===== config.mk =====
export PLATFORM = sky130hd
export DESIGN_NAME = cart_bus_slave
export DESIGN_NICKNAME = d
export VERILOG_FILES = /design/src/rtl/cbs_pkg.sv /design/src/rtl/cbs_sync.sv /design/src/rtl/cbs_qualify.sv /design/src/rtl/cbs_regfile.sv /design/src/rtl/cbs_oe_timer.sv /design/src/rtl/cart_bus_slave.sv
export SDC_FILE = /design/constraint.sdc
export NUM_CORES = 1
export LEC_CHECK = 0
export ABC_CLOCK_PERIOD_IN_PS = 2220
export BUFFER_PORTS_ARGS = -buffer_cell sky130_fd_sc_hd__buf_2
export CORE_ASPECT_RATIO = 0.5
export CORE_MARGIN = 5
export CORE_UTILIZATION = 58
export DETAILED_ROUTE_END_ITERATION = 7
export GPL_TIMING_DRIVEN = 0
export PLACE_DENSITY = 0.78
export SETUP_SLACK_MARGIN = 0.5
export SYNTH_ARGS = -nofsm -noshare
export SYNTH_HDL_FRONTEND = slang
export SYNTH_SLANG_ARGS = --single-unit

===== constraint.sdc =====
create_clock -name clk -period 2.22 [get_ports clk]
set_input_delay 0.444 -clock clk [delete_from_list [all_inputs] [get_ports clk]]
set_output_delay 0.444 -clock clk [all_outputs]
set_load 0.005 [all_outputs]

===== src/rtl/cbs_pkg.sv =====
`timescale 1ns/1ps
package cbs_pkg;

  // Control pins of the expansion port, sampled together.
  typedef struct packed {
    logic phi2;
    logic sel_n;
    logic rw;
  } bus_ctl_t;

  // Idle level of the control pins: clock low, select released, read.
  localparam bus_ctl_t CTL_IDLE = '{phi2: 1'b0, sel_n: 1'b1, rw: 1'b1};

endpackage


===== src/rtl/cbs_sync.sv =====
`timescale 1ns/1ps
// Multi-stage sampling register for asynchronous bus pins.
module cbs_sync #(
  parameter int          W       = 1,
  parameter int          STAGES  = 2,
  parameter logic [W-1:0] RST_VAL = '0
) (
  input  logic         clk,
  input  logic         rst,
  input  logic [W-1:0] d,
  output logic [W-1:0] q
);

  logic [STAGES-1:0][W-1:0] stg;

  always_ff @(posedge clk) begin
    if (rst) begin
      for (int s = 0; s < STAGES; s++) stg[s] <= RST_VAL;
    end else begin
      stg[0] <= d;
      for (int s = 1; s < STAGES; s++) stg[s] <= stg[s-1];
    end
  end

  assign q = stg[STAGES-1];

endmodule


===== src/rtl/cbs_qualify.sv =====
`timescale 1ns/1ps
// Detects the bus-clock fall and decides whether the select is trustworthy.
module cbs_qualify #(
  parameter int SEL_RUN = 3
) (
  input  logic clk,
  input  logic rst,
  input  logic phi2_s,
  input  logic sel_n_s,
  input  logic rw_s,
  output logic drive_win,
  output logic wr_stb,
  output logic rd_stb
);

  localparam int RUN_W = $clog2(SEL_RUN + 1);

  logic             phi2_q;
  logic [RUN_W-1:0] low_run;
  logic             sel_ok;
  logic             fall;

  always_ff @(posedge clk) begin
    if (rst) begin
      phi2_q  <= 1'b0;
      low_run <= '0;
    end else begin
      phi2_q <= phi2_s;
      if (sel_n_s)
        low_run <= '0;
      else if (low_run != RUN_W'(SEL_RUN))
        low_run <= low_run + 1'b1;
    end
  end

  // Current sample low plus enough low samples before it.
  assign sel_ok    = !sel_n_s && (low_run >= RUN_W'(SEL_RUN - 1));
  assign fall      = phi2_q && !phi2_s;
  assign wr_stb    = fall && sel_ok && !rw_s;
  assign rd_stb    = fall && sel_ok && rw_s;
  assign drive_win = phi2_s && sel_ok && rw_s;

endmodule


===== src/rtl/cbs_regfile.sv =====
`timescale 1ns/1ps
// Byte registers with a write port and a registered read port.
module cbs_regfile #(
  parameter int DATA_W   = 8,
  parameter int NUM_REGS = 4,
  localparam int IDX_W   = $clog2(NUM_REGS)
) (
  input  logic              clk,
  input  logic              rst,
  input  logic              wr_stb,
  input  logic [IDX_W-1:0]  wr_idx,
  input  logic [DATA_W-1:0] wr_data,
  input  logic              rd_load,
  input  logic [IDX_W-1:0]  rd_idx,
  output logic [DATA_W-1:0] rd_q
);

  logic [DATA_W-1:0] regs [NUM_REGS];

  generate
    for (genvar i = 0; i < NUM_REGS; i++) begin : g_reg
      always_ff @(posedge clk) begin
        if (rst)
          regs[i] <= '0;
        else if (wr_stb && (wr_idx == IDX_W'(i)))
          regs[i] <= wr_data;
      end
    end
  endgenerate

  always_ff @(posedge clk) begin
    if (rst)
      rd_q <= '0;
    else if (rd_load)
      rd_q <= regs[rd_idx];
  end

endmodule


===== src/rtl/cbs_oe_timer.sv =====
`timescale 1ns/1ps
// Output-enable: on in the read window, held a fixed count after the fall.
module cbs_oe_timer #(
  parameter int OE_HOLD = 2
) (
  input  logic clk,
  input  logic rst,
  input  logic drive_win,
  input  logic rd_stb,
  output logic oe
);

  localparam int HOLD_W = $clog2(OE_HOLD + 1);

  logic [HOLD_W-1:0] hold_cnt;

  always_ff @(posedge clk) begin
    if (rst) begin
      oe       <= 1'b0;
      hold_cnt <= '0;
    end else begin
      oe <= drive_win || rd_stb || (hold_cnt != '0);
      if (rd_stb)
        hold_cnt <= HOLD_W'(OE_HOLD - 1);
      else if (hold_cnt != '0)
        hold_cnt <= hold_cnt - 1'b1;
    end
  end

endmodule


===== src/rtl/cart_bus_slave.sv =====
`timescale 1ns/1ps
module cart_bus_slave
  import cbs_pkg::*;
#(
  parameter int DATA_W      = 8,
  parameter int ADDR_W      = 4,
  parameter int NUM_REGS    = 4,
  parameter int SYNC_STAGES = 2,
  parameter int SEL_RUN     = 3,
  parameter int OE_HOLD     = 2
) (
  input  logic              clk,
  input  logic              rst,
  input  logic              bus_phi2,
  input  logic              bus_sel_n,
  input  logic              bus_rw,
  input  logic [ADDR_W-1:0] bus_addr,
  input  logic [DATA_W-1:0] bus_din,
  output logic [DATA_W-1:0] bus_dout,
  output logic              bus_oe
);

  localparam int IDX_W = $clog2(NUM_REGS);
  localparam int FLD_W = ADDR_W + DATA_W;

  bus_ctl_t          ctl_raw;
  bus_ctl_t          ctl_s;
  logic [FLD_W-1:0]  fld_s;
  logic [ADDR_W-1:0] addr_s;
  logic [DATA_W-1:0] data_s;
  logic              phi2_s;
  logic              sel_s;
  logic              rw_s;
  logic              drive_win;
  logic              wr_stb;
  logic              rd_stb;
  logic [DATA_W-1:0] rd_q;
  logic              addr_hi_unused;

  assign ctl_raw = '{phi2: bus_phi2, sel_n: bus_sel_n, rw: bus_rw};

  cbs_sync #(
    .W($bits(bus_ctl_t)), .STAGES(SYNC_STAGES), .RST_VAL(CTL_IDLE)
  ) u_ctl_sync (
    .clk(clk), .rst(rst), .d(ctl_raw), .q(ctl_s)
  );

  // Address and data ride the same delay so they line up with the fall.
  cbs_sync #(
    .W(FLD_W), .STAGES(SYNC_STAGES), .RST_VAL('0)
  ) u_fld_sync (
    .clk(clk), .rst(rst), .d({bus_addr, bus_din}), .q(fld_s)
  );

  assign {addr_s, data_s} = fld_s;
  assign phi2_s = ctl_s.phi2;
  assign sel_s  = ctl_s.sel_n;
  assign rw_s   = ctl_s.rw;
  assign addr_hi_unused = ^addr_s[ADDR_W-1:IDX_W];

  cbs_qualify #(.SEL_RUN(SEL_RUN)) u_qual (
    .clk(clk), .rst(rst),
    .phi2_s(phi2_s), .sel_n_s(sel_s), .rw_s(rw_s),
    .drive_win(drive_win), .wr_stb(wr_stb), .rd_stb(rd_stb)
  );

  cbs_regfile #(.DATA_W(DATA_W), .NUM_REGS(NUM_REGS)) u_regs (
    .clk(clk), .rst(rst),
    .wr_stb(wr_stb), .wr_idx(addr_s[IDX_W-1:0]), .wr_data(data_s),
    .rd_load(drive_win || rd_stb), .rd_idx(addr_s[IDX_W-1:0]),
    .rd_q(rd_q)
  );

  cbs_oe_timer #(.OE_HOLD(OE_HOLD)) u_oe (
    .clk(clk), .rst(rst),
    .drive_win(drive_win), .rd_stb(rd_stb), .oe(bus_oe)
  );

  assign bus_dout = bus_oe ? rd_q : '0;

endmodule


==> results of run 1 <==
## stage by stage
step | worst slack [ns] | std cells | util
2_1_floorplan | 0.631 | 226 | -
3_3_place_gp | 0.293 | 315 | 0.659
3_5_place_dp | 0.235 | 315 | 0.659
4_1_cts | 0.446 | 331 | 0.713
5_1_grt | 0.347 | 331 | 0.713
6_report | 0.415 | 331 | 0.713
## how the worst max path moves through the flow
stage                            startpoint                 to  slack (ns)  cells after the start
after floorplan           u_qual.low_run[1]  u_regs.regs[0][0]        0.63                      5
after global placement    u_qual.low_run[1]  u_regs.regs[0][6]        0.29                      5
after detailed placement  u_qual.low_run[1]  u_regs.regs[1][7]        0.24                      5
after CTS                 u_qual.low_run[1]  u_regs.regs[3][2]        0.45                      5
final                     u_qual.low_run[1]  u_regs.regs[3][2]        0.41                      5
after global routing      u_qual.low_run[1]  u_regs.regs[0][2]        0.35                      5
## critical path: stages (launching register included)
cell,delay [ns]
dfxtp_1,0.40
ha_1,0.20
o21ba_2,0.14
buf_4,0.16
nand4b_2,0.32
nand2b_4,0.28
## sequential cells by signal (all words and copies together), names as in the netlist
name and flops:
u_oe.hold_cnt 2, u_oe.oe 1, u_fld_sync.q 10, u_ctl_sync.q 3, u_qual.low_run 2, u_fld_sync.stg 10
u_regs.rd_q 8, u_ctl_sync.stg 3, u_qual.phi2_q 1, u_regs.regs 32
## logic make-up after synthesis
family                   Yosys count
adder cells (fa/ha/maj)            3
AO/OA/AOI/OAI                     24
XOR/XNOR                           2
flip-flops                        72
AND/OR/NAND/NOR                  103
multiplexers                       8
buffers and inverters             14
## report_power, final
part / internal, uW / switching (uW) / leakage (uW)
clock: 507 / 482 / 0.000101
combinational: 90.7 / 95.6 / 0.000516
sequential: 1440 / 29.4 / 0.000660
## layout make-up
cell class	instances	area, sq um
clock buffers	11	163
plain buffers	11	63.8
flip-flops and latches	72	1760
repair buffers	23	115
clock inverters	5	38.8
inverters	3	11.3
multi-input cells	140	992
well taps	66	82.6
fillers	336	1300
## layer usage
metal | wire length, um | vias up
li1 | - | 847
met3 | 383 | 8
met1 | 2120 | 785
met4 | 81 | 0
met2 | 2190 | 67
met5 | 0 | -
## cells in the mapped netlist, types with 3 or more instances
library cell and count:
a21oi_1 11, and2_1 8, buf_2 3, clkbuf_1 5, dfxtp_1 40, edfxtp_1 32, ha_1 3, inv_1 3
mux4_2 7, nand2b_1 12, nand3_1 9, nand4b_2 4, nor2_1 34, nor2b_1 24, o21ai_0 10, or2_2 4
## what timing repair did
item	4_1_cts	5_1_grt
pin swaps	0	0
gates cloned	0	0
endpoints found under the setup margin	32	24
gates resized for setup	9	0
==> impl_metrics.ini, run 1 <==
[timing]
report.final.slew_viol_count = 0
clock_skew_ns = 0.00658
rsz0062_at_grt = yes
period_share = 0.813
fmax_ghz = 0.554
max_slew_margin = 0.519
holdWs_ns = 0.294
setup_violations = 0
worstMarginPinSlew_ns = 0.714
hold_viol = 0
finalCriticalPeriod_ns = 1.81
setup_tns_ns = 0

[min_path]
hold_path_end = u_ctl_sync.stg[0]
worstHoldStart = bus_rw
hold_path.class = input pin to flip-flop
hold_depth = 2

[power]
finalPower_uw = 2650
leakage_uw = 0.00128
vdd_ir_drop_max_v = 0.000497
powerDensity_nw_per_um2 = 820

[logic_synthesis]
netlist_area_sq_um = 2790
synth_seq_area_share = 0.631
yosysTopAreaCellShare = 0.344
ys_types = 28
async_flop_share = 0
synth_top_family_by_area = simple AND/OR/NAND/NOR gates
yosys.area.top_type = edfxtp_1
ys_ff_latch = 72
synth-compound-area-share = 0.0466
synth_xor_area_frac = 0.00628
synth-edff-count = 32
syn_inst = 226
synth.area.mux_share = 0.0659
ys_top_cells_by_area = edfxtp_1, dfxtp_1, mux4_2
yosys.area_share.simple = 0.209
synth_flop_cell = dfxtp_1
synthAdderAreaFrac = 0.0135
synth_nets = 246
postSynthAreaPerCell_sq_um = 12.3
yosysWarnings = 0

[clocking]
cts_made_buffers = 9
clk_latency_ns = 0.34
clk_pin_slew_ns = 0.07
holdBufCountCts = 0
cts_max_level = 3
clock_path_buffers = 2
tritoncts = built
postCtsSetupBuffers = 0
cts_root_buf = clkbuf_8
clkSinkCount = 72

[routing]
vias_per_cell = 5.16
dr.pass1.iters = 4
drtIter0Drc = 96
remaining_drc_errors = 0
drt.antenna.violating_nets = 0
wirelength_mm = 4.77
vias = 1707
wl_per_cell_um = 14.4

[placement]
placed_area_sq_um = 2990
gp_congestion = 0.790
port_buffers = 23
dp.final_hpwl_mm = 3.28

[global_routing]
grt_max_degree = 14
groute.usage.overall = 0.170
use_met2 = 0.272
grt_pass1_vias = 1616
antenna_found_initial = 0
top_usage_layer = met2
met3_usage = 0.0686
grt_pass1_wl_mm = 7.76
grt_overflow = 0
met1_usage = 0.209

[final_layout]
final_cell_mix = dfxtp_1, nor2_1, edfxtp_1, buf_2, nor2b_1
final_nets = 280
final_layout_size_suffix_gt1_frac = 0.257
mostFrequentLayoutCell = dfxtp_1
final_area_sq_um = 3230
area_growth_pct = 15.7
antenna-diode-count = 0

[worst_setup_path]
rr_endpoint = u_regs.regs[3][2]
critPathKind = flip-flop to flip-flop
worst_ep_required_time_ns = 2.26
worstPathArrival_ns = 1.84
crit_fanout = 9
rrSetupSlack_ns = 0.41
ff2ff_path_depth = 5
worstSetupStartpointType = flip-flop
worstSetupEndpointType = flip-flop
r2r_start = u_qual.low_run[1]

[floorplan]
std_cell_rows = 17
die_y_um = 59.0
fp.dieArea_sq_um = 6380
core_sq_um = 4530
io_pins = 26
die_w_um = 108
start_util = 0.616

[status]
outcome = finished clean

[job]
drv_cap = 0
No activity file was read; power rests on OpenSTA's default activity.
==> inputs of run 2 (changes only) <==
--- a/config.mk
+++ b/config.mk
@@ -5,14 +5,15 @@
 export SDC_FILE = /design/constraint.sdc
 export NUM_CORES = 1
 export LEC_CHECK = 0
-export ABC_CLOCK_PERIOD_IN_PS = 2220
+export ABC_AREA = 1
+export ABC_CLOCK_PERIOD_IN_PS = 1600
 export BUFFER_PORTS_ARGS = -buffer_cell sky130_fd_sc_hd__buf_2
 export CORE_ASPECT_RATIO = 0.5
 export CORE_MARGIN = 5
-export CORE_UTILIZATION = 58
+export CORE_UTILIZATION = 52
 export DETAILED_ROUTE_END_ITERATION = 7
 export GPL_TIMING_DRIVEN = 0
-export PLACE_DENSITY = 0.78
+export PLACE_DENSITY = 0.74
 export SETUP_SLACK_MARGIN = 0.5
 export SYNTH_ARGS = -nofsm -noshare
 export SYNTH_HDL_FRONTEND = slang
==> constraint.sdc (replaced) <==
create_clock -name clk -period 1.6 [get_ports clk]
set_input_delay 0.32 -clock clk [delete_from_list [all_inputs] [get_ports clk]]
set_output_delay 0.32 -clock clk [all_outputs]
set_load 0.005 [all_outputs]
==> run 2 against run 1 <==
Routed wire length up 32%. Setup slack worse by 0.23 ns. Sequential power up 39%. Non-clock buffer count rose by 7. Critical path type unchanged. Final area rose by 21%.
==> impl_metrics.ini, run 2 <==
[status]
outcome = finished clean

[global_routing]
grt_pass1_wl_mm = 9.75
groute.usage.overall = 0.177
antenna_found_initial = 0
grt_pass1_vias = 2077
grt_overflow = 0
grt_max_degree = 14

[logic_synthesis]
synth-compound-area-share = 0.00937
synth_top_family_by_area = simple AND/OR/NAND/NOR gates
synth.area.mux_share = 0
synth-edff-count = 32
yosys.area.top_type = edfxtp_1
synth_xor_area_frac = 0.00298
ys_types = 23
synthAdderAreaFrac = 0.0128
ys_top_cells_by_area = edfxtp_1, dfxtp_1, nand2_1
postSynthAreaPerCell_sq_um = 8.41
yosysTopAreaCellShare = 0.327
async_flop_share = 0
synth_flop_cell = dfxtp_1
synth_nets = 369
synth_most_common_cell = nand2_1
yosysWarnings = 0
synth_common_cells = nand2_1, nor2_1, inv_1
netlist_area_sq_um = 2940
yosys.area_share.simple = 0.287
synth_seq_area_share = 0.600
syn_inst = 349
ys_ff_latch = 72

[clocking]
cts_made_buffers = 9
clock_path_buffers = 2
tritoncts = built
clk_pin_slew_ns = 0.06
clk_latency_ns = 0.33
holdBufCountCts = 0
clkSinkCount = 72
cts_max_level = 3
cts_root_buf = clkbuf_16

[power]
powerDensity_nw_per_um2 = 1150
vdd_ir_drop_max_v = 0.000798
finalPower_uw = 4480
leakage_uw = 0.00183

[worst_setup_path]
critPathMaxStageDelay_ns = 0.32
worstPathArrival_ns = 1.59
slowest_stage = dfxtp_2
crit_top_cell = nor2_4
critPathBufInv = 1
crit_fanout = 8
rrSetupSlack_ns = 0.19
worst_ep_required_time_ns = 1.78
path_delay_family = simple AND/OR/NAND/NOR gates
critPathKind = flip-flop to flip-flop
worstSetupEndpointType = flip-flop
cp_cell_sequence = inv_2 > ha_4 > nor2_4 > nor2_4 > nand4_4 > nor2_1
worstSetupStartpointType = flip-flop

[timing]
fmax_ghz = 0.708
rsz0062_at_grt = yes
setup_tns_ns = 0
setup_violations = 0
hold_viol = 0
worstMarginPinSlew_ns = 0.412
period_share = 0.882
max_slew_margin = 0.725
clock_skew_ns = 0.00674
finalCriticalPeriod_ns = 1.41
report.final.slew_viol_count = 0

[floorplan]
io_pins = 26
die_w_um = 116
std_cell_rows = 19
die_y_um = 63.1
fp.dieArea_sq_um = 7340
core_sq_um = 5470
start_util = 0.537

[final_layout]
final_area_sq_um = 3900
area_growth_pct = 32.8
top_register = u_regs.regs
final_nets = 412
final_layout_size_suffix_gt1_frac = 0.340
final_cell_mix = nand2_1, nor2_1, inv_1, dfxtp_1, edfxtp_1
mostFrequentLayoutCell = nand2_1
largest_register_ffs = 32
antenna-diode-count = 0

[routing]
vias = 2238
wl_per_cell_um = 13.4
drtIter0Drc = 155
wirelength_mm = 6.28
drt.antenna.violating_nets = 0
vias_per_cell = 4.76
dr.pass1.iters = 4
remaining_drc_errors = 0

[placement]
placed_area_sq_um = 3230
port_buffers = 23
dp.final_hpwl_mm = 3.68
gp_congestion = 0.787

[min_path]
hold_path.class = input pin to flip-flop

[job]
drv_cap = 0
## run 2: cell count changes in the layout (fill, tap and decap cells not counted), sizes merged, moves of 5 or more
| cell | before | now |
|---|---|---|
| nand2 | 2 | 106 |
| nor2b | 24 | 0 |
| a21oi | 11 | 4 |
| nor2 | 34 | 83 |
| and2 | 9 | 0 |
| o21ai | 10 | 0 |
| inv | 3 | 56 |
| nand2b | 12 | 0 |
| nand3 | 9 | 4 |
| mux4 | 8 | 0 |
| buf | 29 | 38 |
## run 2: cells by family after synthesis
family	count (synthesis)
flip-flops	72
buffers and inverters	66
AND/OR/NAND/NOR	202
AO/OA/AOI/OAI	5
XOR/XNOR	1
adder cells (fa/ha/maj)	3
## run 2: repair_timing
item,CTS,global route
gates resized for setup,38,41
setup endpoints to repair,83,86
gates cloned,2,0
buffers inserted,5,2
pin swaps,25,9
## run 2: through the flow
step           hold WS, ns   util  worst slack, ns  std cells
5_1_grt              0.172  0.713            0.125        470
6_report             0.170  0.713            0.188        470
3_3_place_gp         0.392  0.591            0.239        445
4_1_cts              0.159  0.687            0.245        468
3_5_place_dp         0.394  0.591            0.214        445
2_1_floorplan        0.388      -            0.326        349
## run 2: final timing paths
path | from | end | depth (start not counted)
hold reg to reg | u_fld_sync.stg[1] | u_fld_sync.q[1] | 2
setup reg to reg | u_qual.low_run[0] | u_regs.regs[2][1] | 6
setup / recovery | u_qual.low_run[0] | u_regs.regs[2][1] | 6
hold / removal | bus_sel_n | u_ctl_sync.stg[1] | 2
## run 2: final cells by class
class	instances	area, sq um
buffer	10	75.1
clock buffer	12	289
clock inverter	4	31.3
fill	382	1570
inverter	56	211
multi-input combinational	212	1200
sequential	72	1770
tap	73	91.3
timing repair buffer	31	228
## run 2: routing by layer
layer | vias up | GRT usage | share of wire
met5 | - | 0 | 0
met4 | 0 | 0.0405 | 0.010
met3 | 8 | 0.0765 | 0.080
met2 | 77 | 0.292 | 0.50
met1 | 1014 | 0.215 | 0.41
li1 | 1139 | - | -
## run 2: report_power, final
part,internal (uW),switching [uW]
clock,1290,748
combinational,165,238
sequential,2000,41.9
## run 2: worst reg2reg max path, delay by kind of cell, from the launching register on
kind                     cells  cell delay, ns
buffers and inverters        1            0.07
flip-flops                   1            0.32
adder cells (fa/ha/maj)      1            0.14
AND/OR/NAND/NOR              4            0.73
==> inputs of run 3 (changes only) <==
--- a/config.mk
+++ b/config.mk
@@ -6,14 +6,14 @@
 export NUM_CORES = 1
 export LEC_CHECK = 0
 export ABC_AREA = 1
-export ABC_CLOCK_PERIOD_IN_PS = 1600
+export ABC_CLOCK_PERIOD_IN_PS = 1700
 export BUFFER_PORTS_ARGS = -buffer_cell sky130_fd_sc_hd__buf_2
 export CORE_ASPECT_RATIO = 0.5
 export CORE_MARGIN = 5
-export CORE_UTILIZATION = 52
+export CORE_UTILIZATION = 63
 export DETAILED_ROUTE_END_ITERATION = 7
 export GPL_TIMING_DRIVEN = 0
-export PLACE_DENSITY = 0.74
+export PLACE_DENSITY = 0.84
 export SETUP_SLACK_MARGIN = 0.5
 export SYNTH_ARGS = -nofsm -noshare
 export SYNTH_HDL_FRONTEND = slang
==> constraint.sdc (replaced) <==
create_clock -name clk -period 1.7 [get_ports clk]
set_input_delay 0.34 -clock clk [delete_from_list [all_inputs] [get_ports clk]]
set_output_delay 0.34 -clock clk [all_outputs]
set_load 0.005 [all_outputs]
==> run 3 against run 2 <==
Final area down 2.9%. Non-clock buffer count increased by 1. Largest power group unchanged. Clock-buffer cell count up 1. Sequential power decreased by 6%. Via count rose by 13%. Highest routed layer unchanged. Critical path depth up 1. First-iteration DRC count up 110%. Fmax about the same. Total power is 19% lower.
==> impl_metrics.ini, run 3 (same netlist as run 2, synthesis figures left out) <==
[timing]
report.final.slew_viol_count = 0
finalCriticalPeriod_ns = 1.41
setup_violations = 0
hold_viol = 0
max_slew_margin = 0.634
holdWs_ns = 0.174
worstMarginPinSlew_ns = 0.550
rsz0062_at_grt = yes
setup_tns_ns = 0
period_share = 0.831
fmax_ghz = 0.708
clock_skew_ns = 0.00982

[final_layout]
final_area_sq_um = 3780
nFillCells = 224
largest_register_ffs = 32
multi_input_area_sq_um = 1230
area_growth_pct = 28.9
final_nets = 413
seq_area_sq_um = 1770
mostFrequentLayoutCell = nand2_1
final_layout_size_suffix_gt1_frac = 0.327
antenna-diode-count = 0
final_cell_mix = nand2_1, nor2_1, inv_1, dfxtp_1, edfxtp_1
top_register = u_regs.regs

[clocking]
cts_root_buf = clkbuf_8
clock_path_buffers = 2
tritoncts = built
cts_made_buffers = 9
clk_pin_slew_ns = 0.08
clk_latency_ns = 0.34
holdBufCountCts = 0
clkSinkCount = 72
cts_max_level = 3

[worst_setup_path]
critPathKind = flip-flop to flip-flop
rrSetupSlack_ns = 0.29
ff2ff_path_depth = 7
rr_endpoint = u_regs.regs[2][2]
worstSetupEndpointType = flip-flop
worstSetupStartpointType = flip-flop
crit_fanout = 8
worst_ep_required_time_ns = 1.79
r2r_start = u_qual.low_run[0]
worstPathArrival_ns = 1.50

[floorplan]
fp.dieArea_sq_um = 6210
die_w_um = 107
core_sq_um = 4450
start_util = 0.661
std_cell_rows = 17
die_y_um = 58.3
io_pins = 26

[job]
drv_cap = 0

[routing]
drtIter0Drc = 329
vias = 2518
wl_met1_mm = 2.76
wl_per_cell_um = 16.7
dr.pass1.iters = 5
route.met2.wl_mm = 3.45
wl_met3_um = 985
remaining_drc_errors = 0
routed.top_layer = met4
drt.antenna.violating_nets = 0
vias_per_cell = 5.53
wirelength_mm = 7.59

[global_routing]
grt_overflow = 0
grt_pass1_wl_mm = 10.6
grt_pass1_vias = 2200
grt_max_degree = 13
antenna_found_initial = 0
groute.usage.overall = 0.230

[power]
leakage_uw = 0.00178
vdd_ir_drop_max_v = 0.000640
powerDensity_nw_per_um2 = 963

[min_path]
hold_depth = 2
worstHoldStart = bus_rw
hold_path.class = input pin to flip-flop
hold_path_end = u_ctl_sync.stg[0]

[placement]
dp.final_hpwl_mm = 3.83
gp_congestion = 0.821
placed_area_sq_um = 3210
port_buffers = 23

[status]
outcome = finished clean
-- run 3: cell types whose count changed in the layout (fill, tap and decap cells not counted), sizes merged --
cell / before / now
buf: 38 / 39
clkinv: 4 / 3
clkbuf: 15 / 16
-- run 3: through the flow --
stage | util | instances | worst slack, ns | power, uW
after global routing | 0.851 | 455 | 0.244 | 3780
final | 0.851 | 455 | 0.288 | 3650
after detailed placement | 0.721 | 429 | 0.298 | 2230
after global placement | 0.721 | 429 | 0.315 | 2210
after CTS | 0.812 | 454 | 0.337 | 3540
after floorplan | - | 349 | 0.426 | 2150
-- run 3: layout make-up --
| type | instances | area share |
|---|---|---|
| multi-input cells | 212 | 0.324 |
| repair buffers | 32 | 0.0595 |
| plain buffers | 10 | 0.0198 |
| clock buffers | 13 | 0.0476 |
| clock inverters | 3 | 0.00595 |
| well taps | 57 | 0.0188 |
| flip-flops and latches | 72 | 0.468 |
| inverters | 56 | 0.0562 |
-- run 3: how the worst max path moves through the flow --
stage,start,to,slack [ns],cells after the start
3_3_place_gp,rst,u_regs.regs[3][4],0.31,4
5_1_grt,u_qual.low_run[0],u_regs.rd_q[5],0.24,8
3_5_place_dp,rst,u_regs.regs[2][5],0.30,4
6_report,u_qual.low_run[0],u_regs.regs[2][2],0.29,7
2_1_floorplan,u_qual.low_run[1],u_regs.regs[0][0],0.43,5
4_1_cts,u_oe.oe,bus_dout[6],0.34,4
-- run 3: timing repair --
item	CTS	global route
setup buffers	7	1
pin swaps	20	12
resized for setup	29	47
cloned	2	0
hold endpoints to repair	0	0
endpoints found under the setup margin	81	84
-- run 3: where the power goes --
part	switching [uW]	internal [uW]	leakage [uW]	total, uW
clock network	643	702	0.000105	1350
logic	239	133	0.00101	372
registers	43.4	1880	0.000662	1930
total	926	2720	0.00178	3650
-- run 3: worst max-delay path, cell delays in order (launching register included) --
cell and delay [ns]:
dfxtp_2 0.34, inv_2 0.05, ha_4 0.15, nor2_4 0.19
nor2_4 0.07, buf_12 0.15, nand4_4 0.12, nor2_1 0.09
-- run 3: metal layers --
metal,up-vias,track usage
li1,1143,-
met1,1130,0.267
met2,198,0.397
met3,47,0.0756
met4,0,0.102
met5,-,0
